===== src/rtl/irrfmt_pkg.sv =====
package irrfmt_pkg;

  // Width of the magnitude field inside the 16-bit word.
  localparam int unsigned FIELD_W = 15;
  // Width of the whole encoded word (sign plus field).
  localparam int unsigned WORD_W  = FIELD_W + 1;
  // Fraction bits needed so that every code lands exactly.
  localparam int unsigned FRAC_W  = 2 * FIELD_W - 1;
  // Width of a zero-run count (0 .. FIELD_W inclusive).
  localparam int unsigned CNT_W   = $clog2(FIELD_W + 1);

  // Direction in which a zero run is scanned.
  typedef enum logic {
    SCAN_FROM_TOP    = 1'b0,
    SCAN_FROM_BOTTOM = 1'b1
  } scan_dir_e;

  // Decoded fields of one input word, passed between stages.
  typedef struct packed {
    logic               sign;
    logic [FIELD_W-1:0] field;
  } code_t;

endpackage


===== src/rtl/irrfmt_run_detect.sv =====
// Priority detector: number of zeros above the highest set bit of vec.
// Returns W when vec is all zero.
module irrfmt_run_detect #(
  parameter int unsigned W     = 15,
  parameter int unsigned CNT_W = $clog2(W + 1)
) (
  input  logic [W-1:0]     vec,
  output logic [CNT_W-1:0] zeros
);

  always_comb begin
    zeros = CNT_W'(W);
    // Lower bits are visited first so the highest set bit wins.
    for (int i = 0; i < W; i++) begin
      if (vec[i]) begin
        zeros = CNT_W'(W - 1 - i);
      end
    end
  end

endmodule


===== src/rtl/irrfmt_align.sv =====
// Restores the implied one and places the mantissa at its binary weight.
module irrfmt_align #(
  parameter int unsigned FIELD_W = 15,
  parameter int unsigned CNT_W   = $clog2(FIELD_W + 1),
  parameter int unsigned MAG_W   = 2 * FIELD_W - 1
) (
  input  logic [FIELD_W-1:0] field,
  input  logic [CNT_W-1:0]   top_zeros,
  input  logic [CNT_W-1:0]   bot_zeros,
  output logic [MAG_W-1:0]   magnitude
);

  localparam logic [CNT_W-1:0] FULL_RUN   = CNT_W'(FIELD_W);
  localparam logic [CNT_W-1:0] LAST_RUN   = CNT_W'(FIELD_W - 1);
  localparam logic [CNT_W-1:0] ONE_CNT    = CNT_W'(1);

  logic [MAG_W-1:0] odd_base;
  logic [MAG_W-1:0] odd_mag;
  logic [MAG_W-1:0] even_lead;
  logic [MAG_W-1:0] even_mant;
  logic [MAG_W-1:0] even_mag;
  logic [CNT_W-1:0] odd_shift;
  logic [CNT_W-1:0] even_shift;

  // Odd exponents: leading one sits high in the field, bit 0 is a marker.
  always_comb begin
    odd_base  = MAG_W'(field >> 1);
    odd_shift = FULL_RUN - top_zeros;
    if (top_zeros == LAST_RUN) begin
      // Only the marker bit is set: the smallest step of the format.
      odd_mag = MAG_W'(1);
    end else begin
      odd_mag = odd_base << odd_shift;
    end
  end

  // Even exponents: the terminating one is low, mantissa sits above it.
  always_comb begin
    even_shift = FULL_RUN - bot_zeros;
    even_lead  = MAG_W'(1) << (LAST_RUN - bot_zeros);
    even_mant  = MAG_W'(field) >> (bot_zeros + ONE_CNT);
    if (bot_zeros == FULL_RUN) begin
      even_mag = '0;
    end else begin
      even_mag = (even_lead | even_mant) << even_shift;
    end
  end

  assign magnitude = field[0] ? odd_mag : even_mag;

endmodule


===== src/rtl/irrfmt_sign_apply.sv =====
// Applies the sign and recognises the reserved negative-zero code.
module irrfmt_sign_apply #(
  parameter int unsigned MAG_W = 29,
  parameter int unsigned OUT_W = 32
) (
  input  logic             sign,
  input  logic             field_zero,
  input  logic [MAG_W-1:0] magnitude,
  output logic [OUT_W-1:0] value,
  output logic             special
);

  logic [OUT_W-1:0] wide_mag;

  always_comb begin
    wide_mag = OUT_W'(magnitude);
    special  = sign & field_zero;
    if (special) begin
      value = '0;
    end else if (sign) begin
      value = ~wide_mag + OUT_W'(1);
    end else begin
      value = wide_mag;
    end
  end

endmodule


===== src/rtl/irrfmt_decoder.sv =====
module irrfmt_decoder
  import irrfmt_pkg::*;
#(
  parameter int unsigned OUT_W = 32
) (
  input  logic              clk,
  input  logic              rst_n,
  input  logic              in_valid,
  input  logic [WORD_W-1:0] in_data,
  output logic              out_valid,
  output logic [OUT_W-1:0]  out_data,
  output logic              out_special
);

  localparam int unsigned MAG_W = FRAC_W;

  // Reset release synchroniser; assertion stays asynchronous.
  logic rst_meta_q;
  logic rst_sync_q;

  always_ff @(posedge clk or negedge rst_n) begin
    if (!rst_n) begin
      rst_meta_q <= 1'b0;
      rst_sync_q <= 1'b0;
    end else begin
      rst_meta_q <= 1'b1;
      rst_sync_q <= rst_meta_q;
    end
  end

  code_t code;
  assign code = code_t'(in_data);

  // Two scan directions share one detector design.
  logic [1:0][FIELD_W-1:0] scan_vec;
  logic [1:0][CNT_W-1:0]   run_len;

  for (genvar g = 0; g < 2; g++) begin : g_scan
    if (scan_dir_e'(g) == SCAN_FROM_TOP) begin : g_top
      assign scan_vec[g] = code.field;
    end else begin : g_bottom
      for (genvar b = 0; b < FIELD_W; b++) begin : g_rev
        assign scan_vec[g][b] = code.field[FIELD_W-1-b];
      end
    end
    irrfmt_run_detect #(
      .W     (FIELD_W),
      .CNT_W (CNT_W)
    ) u_detect (
      .vec   (scan_vec[g]),
      .zeros (run_len[g])
    );
  end

  logic [MAG_W-1:0] magnitude;

  irrfmt_align #(
    .FIELD_W (FIELD_W),
    .CNT_W   (CNT_W),
    .MAG_W   (MAG_W)
  ) u_align (
    .field     (code.field),
    .top_zeros (run_len[SCAN_FROM_TOP]),
    .bot_zeros (run_len[SCAN_FROM_BOTTOM]),
    .magnitude (magnitude)
  );

  logic             field_zero;
  logic [OUT_W-1:0] dec_value;
  logic             dec_special;

  assign field_zero = (run_len[SCAN_FROM_BOTTOM] == CNT_W'(FIELD_W));

  irrfmt_sign_apply #(
    .MAG_W (MAG_W),
    .OUT_W (OUT_W)
  ) u_sign (
    .sign       (code.sign),
    .field_zero (field_zero),
    .magnitude  (magnitude),
    .value      (dec_value),
    .special    (dec_special)
  );

  // Next-state logic with explicit load enable.
  logic             load_en;
  logic             valid_d;
  logic [OUT_W-1:0] data_d;
  logic             special_d;

  always_comb begin
    load_en   = in_valid;
    valid_d   = in_valid;
    data_d    = out_data;
    special_d = out_special;
    if (load_en) begin
      data_d    = dec_value;
      special_d = dec_special;
    end
  end

  always_ff @(posedge clk or negedge rst_sync_q) begin
    if (!rst_sync_q) begin
      out_valid   <= 1'b0;
      out_data    <= '0;
      out_special <= 1'b0;
    end else begin
      out_valid   <= valid_d;
      out_data    <= data_d;
      out_special <= special_d;
    end
  end

endmodule


===== config.mk =====
export PLATFORM = sky130hd
export DESIGN_NAME = irrfmt_decoder
export DESIGN_NICKNAME = d
export VERILOG_FILES = /design/src/rtl/irrfmt_pkg.sv /design/src/rtl/irrfmt_run_detect.sv /design/src/rtl/irrfmt_align.sv /design/src/rtl/irrfmt_sign_apply.sv /design/src/rtl/irrfmt_decoder.sv
export SDC_FILE = /design/constraint.sdc
export NUM_CORES = 1
export LEC_CHECK = 0
export BUFFER_PORTS_ARGS = -buffer_cell sky130_fd_sc_hd__buf_2
export CORE_UTILIZATION = 65
export CTS_BUF_LIST = sky130_fd_sc_hd__clkbuf_8
export CTS_CLUSTER_SIZE = 8
export DETAILED_ROUTE_END_ITERATION = 8
export PLACE_DENSITY_LB_ADDON = 0.1
export SLEW_MARGIN = 20
export SYNTH_ARGS = -nofsm -noshare
export SYNTH_HDL_FRONTEND = slang
export SYNTH_SLANG_ARGS = --single-unit

===== constraint.sdc =====
create_clock -name clk -period 1.8 [get_ports clk]
set_input_delay 0.09 -clock clk [delete_from_list [all_inputs] [get_ports clk]]
set_output_delay 0.09 -clock clk [all_outputs]
set_load 0.02 [all_outputs]

==> impl_metrics.json, run 1 <==
{
  "syn-mean-instance-area_um2": 7.13,
  "asyncSetResetFlopFracSynth_pct": 100,
  "core.rowCount": 34,
  "outcome": "did not finish",
  "hpwlAfterDp_mm": 30.7,
  "netlist.area_leader.share_pct": 15.0,
  "yosysWarningCount": 0,
  "die_y_um": 98.3,
  "gpl.final_weighted_congestion": 1.22,
  "synth.ff_latch_count": 36,
  "ioPinCount": 53,
  "post-synth-top-area-cell": "sky130_fd_sc_hd__dfrtp_1",
  "start_util_pct": 68.1,
  "dominantRegCellSynth": "sky130_fd_sc_hd__dfrtp_1",
  "halt_stage": "detailed placement (3_5_place_dp)",
  "synth.top_cells.by_count": "sky130_fd_sc_hd__nor2_1 (105), sky130_fd_sc_hd__nand2_1 (80), sky130_fd_sc_hd__o21ai_0 (53)",
  "synth.area.top_cells": "sky130_fd_sc_hd__dfrtp_1 (15%), sky130_fd_sc_hd__nor2_1 (6.5%), sky130_fd_sc_hd__nand2_1 (5.0%)",
  "dieWidth_um": 98.3,
  "yosys.cell_count.top_type": "sky130_fd_sc_hd__nor2_1",
  "net_count_after_synthesis": 870,
  "port-buffer-count": 52,
  "netlist_instances": 845,
  "first_logged_error_message": "[ERROR DPL-0033] detailed placement checks failed during check placement.",
  "count_of_flip_flops_with_a_built_in_enable_after_synthesis": 0,
  "yosysSeqAreaShare_pct": 15.0,
  "syn-cell-area_um2": 6020,
  "post_synth_num_cell_types": 100
}
## cell families after synthesis
kind of cell | count (synthesis) | share of synthesized area, %
buffers and inverters | 80 | 5.59
flip-flops | 36 | 15.0
adder cells (fa/ha/maj) | 6 | 1.25
AND/OR/NAND/NOR | 357 | 30.5
other | 1 | 0.0623
multiplexers | 23 | 4.61
XOR/XNOR | 14 | 2.16
AO/OA/AOI/OAI | 328 | 40.9
## per-stage QoR
stage | TNS, ns | setup slack, ns
global placement | -73.60 | -2.48
floorplan | -75.40 | -2.57
==> run 2, diff against run 1 <==
--- a/config.mk
+++ b/config.mk
@@ -6,11 +6,9 @@
 export NUM_CORES = 1
 export LEC_CHECK = 0
 export BUFFER_PORTS_ARGS = -buffer_cell sky130_fd_sc_hd__buf_2
-export CORE_UTILIZATION = 65
-export CTS_BUF_LIST = sky130_fd_sc_hd__clkbuf_8
-export CTS_CLUSTER_SIZE = 8
+export CORE_UTILIZATION = 40
 export DETAILED_ROUTE_END_ITERATION = 8
-export PLACE_DENSITY_LB_ADDON = 0.1
+export PLACE_DENSITY_LB_ADDON = 0.15
 export SLEW_MARGIN = 20
 export SYNTH_ARGS = -nofsm -noshare
 export SYNTH_HDL_FRONTEND = slang
==> run 2 against run 1 <==
  * The flow now finishes, with violations (negative setup slack)
  * Area after synthesis did not move
  * Synthesized cell count did not move
==> impl_metrics.json, run 2 <==
{
  "outcome": "finished, violations left",
  "failing_checks": "negative setup slack",
  "asyncSetResetFlopFracSynth_pct": 100,
  "synth.top_cells.by_count": "sky130_fd_sc_hd__nor2_1 (105), sky130_fd_sc_hd__nand2_1 (80), sky130_fd_sc_hd__o21ai_0 (53)",
  "min_period_ns": 4.32,
  "global_route.peak_usage_layer": "met2",
  "area_of_the_core_region_um2": 14600,
  "final.setup.worst_slack_ns": -2.52,
  "drt.antenna.violating_nets": 0,
  "cts.sinks": 36,
  "yosysWarningCount": 0,
  "count_of_antenna_diodes_in_the_layout": 0,
  "groute.layer.met1.usage_pct": 56.3,
  "post-synth-top-area-cell": "sky130_fd_sc_hd__dfrtp_1",
  "netlist_instances": 845,
  "design.die.area_um2": 15600,
  "drive_gt1_share_pct": 51.2,
  "gr-total-overflow": 0,
  "post-route-drc-count": 0,
  "syn-mean-instance-area_um2": 7.13,
  "wire_length_per_cell_after_detailed_routing_um": 24.5,
  "tightest_pin_transition_ns": 0.651,
  "detail_route.first_pass.iterations": 6,
  "finalSetupViolations": 33,
  "dieWidth_um": 125,
  "clock.fmax_ghz": 0.231,
  "worst_ep_arrival_time_ns": 4.52,
  "startpoint_type": "input port",
  "grt_pass1_vias": 9289,
  "insertion_delay_to_the_later_sink_of_the_worst_skew_pair_ns": 0.30,
  "regMostFlops": "out_data",
  "maxCapViolations": 0,
  "power_density_nw_per_um2": 552,
  "cts_max_path_buffers": 2,
  "cts_buffers": 5,
  "finalHoldViolCount": 0,
  "design.final.nets": 1275,
  "netlist.area_leader.share_pct": 15.0,
  "slew_violations": 0,
  "final_util_pct": 73.3,
  "timing.hold.worst.class": "input port to flop",
  "maxSlewHeadroom_pct": 56.2,
  "layout-area-overhead-vs-synth_pct": 77.6,
  "core.rowCount": 44,
  "multi_input_comb_area_um2": 5790,
  "start_util_pct": 41.3,
  "die_y_um": 125,
  "largest_reg_flops": 32,
  "power.leakage_uw": 0.00468,
  "hpwlAfterDp_mm": 24.3,
  "data_required_time_at_the_worst_endpoint_ns": 2.00,
  "cts.reportedPaths.clkPinSlew_ns": 0.07,
  "dominantRegCellSynth": "sky130_fd_sc_hd__dfrtp_1",
  "final_cell_mix": "sky130_fd_sc_hd__buf_4 (353), sky130_fd_sc_hd__nor2_1 (91), sky130_fd_sc_hd__nand2_1 (75)",
  "drt_iter0_markers": 1613,
  "final.period_utilization_pct": 240,
  "crit_path_max_fanout": 6,
  "layout_commonest_cell": "sky130_fd_sc_hd__buf_4",
  "gpl.final_weighted_congestion": 1.05,
  "global_route.usage.met2_pct": 63.9,
  "fin_total_pwr_uw": 5910,
  "grtUsageTotal_pct": 42.3,
  "ff_latch_area_um2": 901,
  "h-tree-depth": 2,
  "timing.setup.critical_path_class": "input port to flop",
  "met3_usage_pct": 11.7,
  "grt_antenna_before_repair": 0,
  "syn-cell-area_um2": 6020,
  "synth.ff_latch_count": 36,
  "post_synth_num_cell_types": 100,
  "cts-root-buf": "sky130_fd_sc_hd__clkbuf_16",
  "yosysSeqAreaShare_pct": 15.0,
  "power.ir.vdd_worst_mv": 0.447,
  "detailroute.via_count": 9779,
  "ioPinCount": 53,
  "fin_worst_skew_ns": 0.0136,
  "grt_start_max_net_pins": 35,
  "grt_first_pass_wirelength_mm": 52.1,
  "tritoncts": "done",
  "worstSetupEndpointType": "flop",
  "port-buffer-count": 52,
  "setup_repair_after_global_routing_missed_its_margin": "true",
  "net_count_after_synthesis": 870,
  "drt_wl_total_mm": 35.1,
  "yosys.cell_count.top_type": "sky130_fd_sc_hd__nor2_1",
  "fillers": 1027,
  "synth.area.top_cells": "sky130_fd_sc_hd__dfrtp_1 (15%), sky130_fd_sc_hd__nor2_1 (6.5%), sky130_fd_sc_hd__nand2_1 (5.0%)",
  "count_of_flip_flops_with_a_built_in_enable_after_synthesis": 0,
  "viasPerCell": 6.81
}
-- run 2: layout make-up --
cell class,count,share of cell area [%]
timing repair buffer,457,33.1
tap,184,2.15
inverter,21,0.760
sequential,36,8.42
multi-input combinational,729,54.2
clock buffer,8,1.37
-- run 2: final timing paths --
kind	from	end	slack, ns	cells after the start
max	in_data[6]	out_data[12]	-2.52	20
min	in_valid	out_valid	0.03	1
max reg2reg	out_data[20]	out_data[20]	0.67	2
min reg2reg	rst_sync_q	out_data[27]	0.29	1
max in group asynchronous	rst_sync_q	out_data[30]	1.17	1
min in group asynchronous	rst_n	rst_meta_q	0.12	2
-- run 2: critical path: stages --
cell and delay [ns]:
sky130_fd_sc_hd__buf_6 0.09, sky130_fd_sc_hd__or4_4 0.55, sky130_fd_sc_hd__o31ai_4 0.23, sky130_fd_sc_hd__buf_12 0.16
sky130_fd_sc_hd__ha_4 0.22, sky130_fd_sc_hd__buf_6 0.14, sky130_fd_sc_hd__a31oi_1 0.25, sky130_fd_sc_hd__a21oi_1 0.08
sky130_fd_sc_hd__buf_4 0.17, sky130_fd_sc_hd__a2111oi_1 0.51, sky130_fd_sc_hd__a311o_1 0.28, sky130_fd_sc_hd__nor3_1 0.08
sky130_fd_sc_hd__buf_4 0.15, sky130_fd_sc_hd__o41ai_4 0.46, sky130_fd_sc_hd__nor4_4 0.08, sky130_fd_sc_hd__buf_4 0.18
sky130_fd_sc_hd__buf_4 0.16, sky130_fd_sc_hd__a41oi_2 0.15, sky130_fd_sc_hd__xor2_1 0.19, sky130_fd_sc_hd__a22o_1 0.30
-- run 2: kinds of logic (layout without fill, tap and decap cells) --
logic type,Yosys count,after routing,synth area share (%)
and+or+nand+nor,357,357,30.5
AOI/OAI and AO/OA,328,328,40.9
buffers and inverters,80,486,5.59
DFF,36,36,15.0
muxes,23,23,4.61
xor gates and xnor gates,14,14,2.16
adders and majority gates,6,6,1.25
other,1,1,0.0623
-- run 2: timing repair --
item | in CTS | in global routing
gates cloned | 2 | 0
pin swaps | 57 | 40
gates resized for setup | 130 | 64
endpoints found under the setup margin | 33 | 33
setup buffers | 39 | 20
hold endpoints to repair | 2 | 0
hold buffers | 1 | 0
-- run 2: per-layer routing --
layer  vias to the layer above  part of all wire, %
met5                         -                    0
met4                         0                  6.2
met3                       243                   13
met2                       829                   43
met1                      4574                   38
li1                       4133                    -
-- run 2: where the power goes --
| part | total, uW | internal [uW] | switching, uW |
|---|---|---|---|
| logic | 3980 | 1790 | 2190 |
| registers | 981 | 913 | 68.8 |
| clock network | 942 | 554 | 387 |
-- run 2: per-stage QoR --
stage / hold slack [ns] / instances / setup slack [ns] / TNS (ns) / instance area [um2]
3_3_place_gp: -0.125 / 1371 / -2.69 / -78.20 / 9170
5_1_grt: 0.0198 / 1435 / -2.57 / -71.08 / 10700
6_report: 0.0268 / 1435 / -2.52 / -68.02 / 10700
3_5_place_dp: -0.124 / 1371 / -2.74 / -80.21 / 9170
2_1_floorplan: -0.206 / 845 / -2.57 / -75.40 / 6390
4_1_cts: 0.0292 / 1417 / -2.26 / -65.09 / 10300
(Power assumes the default switching activity.)
==> run 3, diff against run 2 <==
--- a/config.mk
+++ b/config.mk
@@ -6,7 +6,7 @@
 export NUM_CORES = 1
 export LEC_CHECK = 0
 export BUFFER_PORTS_ARGS = -buffer_cell sky130_fd_sc_hd__buf_2
-export CORE_UTILIZATION = 40
+export CORE_UTILIZATION = 54
 export DETAILED_ROUTE_END_ITERATION = 8
 export PLACE_DENSITY_LB_ADDON = 0.15
 export SLEW_MARGIN = 20
==> run 3 against run 2 <==
  * The run now fails in global routing (5_1_grt)
  * Area after synthesis did not move
  * Synthesized cell count did not move
==> impl_metrics.json, run 3 <==
{
  "outcome": "did not finish",
  "halt_stage": "global routing (5_1_grt)",
  "first_logged_error_message": "[ERROR GRT-0232] Routing congestion too high. Check the congestion heatmap in the GUI.",
  "yosysWarningCount": 0,
  "yosys.cell_count.top_type": "sky130_fd_sc_hd__nor2_1",
  "grt_start_max_net_pins": 35,
  "syn-mean-instance-area_um2": 7.13,
  "synth.ff_latch_count": 36,
  "count_of_flip_flops_with_a_built_in_enable_after_synthesis": 0,
  "gr-total-overflow": 1812,
  "post-synth-top-area-cell": "sky130_fd_sc_hd__dfrtp_1",
  "cts_max_path_buffers": 2,
  "dominantRegCellSynth": "sky130_fd_sc_hd__dfrtp_1",
  "synth.top_cells.by_count": "sky130_fd_sc_hd__nor2_1 (105), sky130_fd_sc_hd__nand2_1 (80), sky130_fd_sc_hd__o21ai_0 (53)",
  "post_synth_num_cell_types": 100,
  "pre_cts_ws_ns": -2.71,
  "gpl.final_weighted_congestion": 1.19,
  "grtUsageTotal_pct": 117,
  "start_util_pct": 55.6,
  "synth.area.top_cells": "sky130_fd_sc_hd__dfrtp_1 (15%), sky130_fd_sc_hd__nor2_1 (6.5%), sky130_fd_sc_hd__nand2_1 (5.0%)",
  "cts_buffers": 5,
  "net_count_after_synthesis": 870,
  "h-tree-depth": 2,
  "cts.sinks": 36,
  "port-buffer-count": 52,
  "asyncSetResetFlopFracSynth_pct": 100,
  "hpwlAfterDp_mm": 21.7,
  "netlist_instances": 845,
  "dieWidth_um": 108,
  "core.rowCount": 38,
  "repair-timing-grt-worst-ep": "out_data[23]$_DFFE_PN0P_/D",
  "cts-root-buf": "sky130_fd_sc_hd__clkbuf_8",
  "endpoint_type": "register data pin",
  "ioPinCount": 53,
  "yosysSeqAreaShare_pct": 15.0,
  "syn-cell-area_um2": 6020,
  "die_y_um": 108,
  "netlist.area_leader.share_pct": 15.0
}
run 3: kinds of logic after synthesis:
| family | synth area share (%) |
|---|---|
| muxes | 4.61 |
| buffers and inverters | 5.59 |
| and+or+nand+nor | 30.5 |
| xor gates and xnor gates | 2.16 |
| AOI/OAI and AO/OA | 40.9 |
| DFF | 15.0 |
| other | 0.0623 |
| adders and majority gates | 1.25 |
run 3: timing repair:
item                                   CTS
setup endpoints to repair               33
hold buffers                             1
pin swaps                               36
setup buffers                           56
endpoints found under the hold margin    2
cloned                                   3
resized for setup                      140
run 3: routing by layer:
layer  overflow  GRT usage (%)
met1         41           96.6
met2       1352            161
met3         47           89.4
met4        359            132
met5         13           73.3
run 3: through the flow:
| step | hold slack, ns | instance area [um2] | cells | setup TNS [ns] |
|---|---|---|---|---|
| 4_1_cts | 0.00600 | 9920 | 1346 | -66.07 |
| 3_5_place_dp | -0.121 | 8750 | 1280 | -77.34 |
| 2_1_floorplan | -0.206 | 6390 | 845 | -75.40 |
| 3_3_place_gp | -0.126 | 8750 | 1280 | -74.37 |
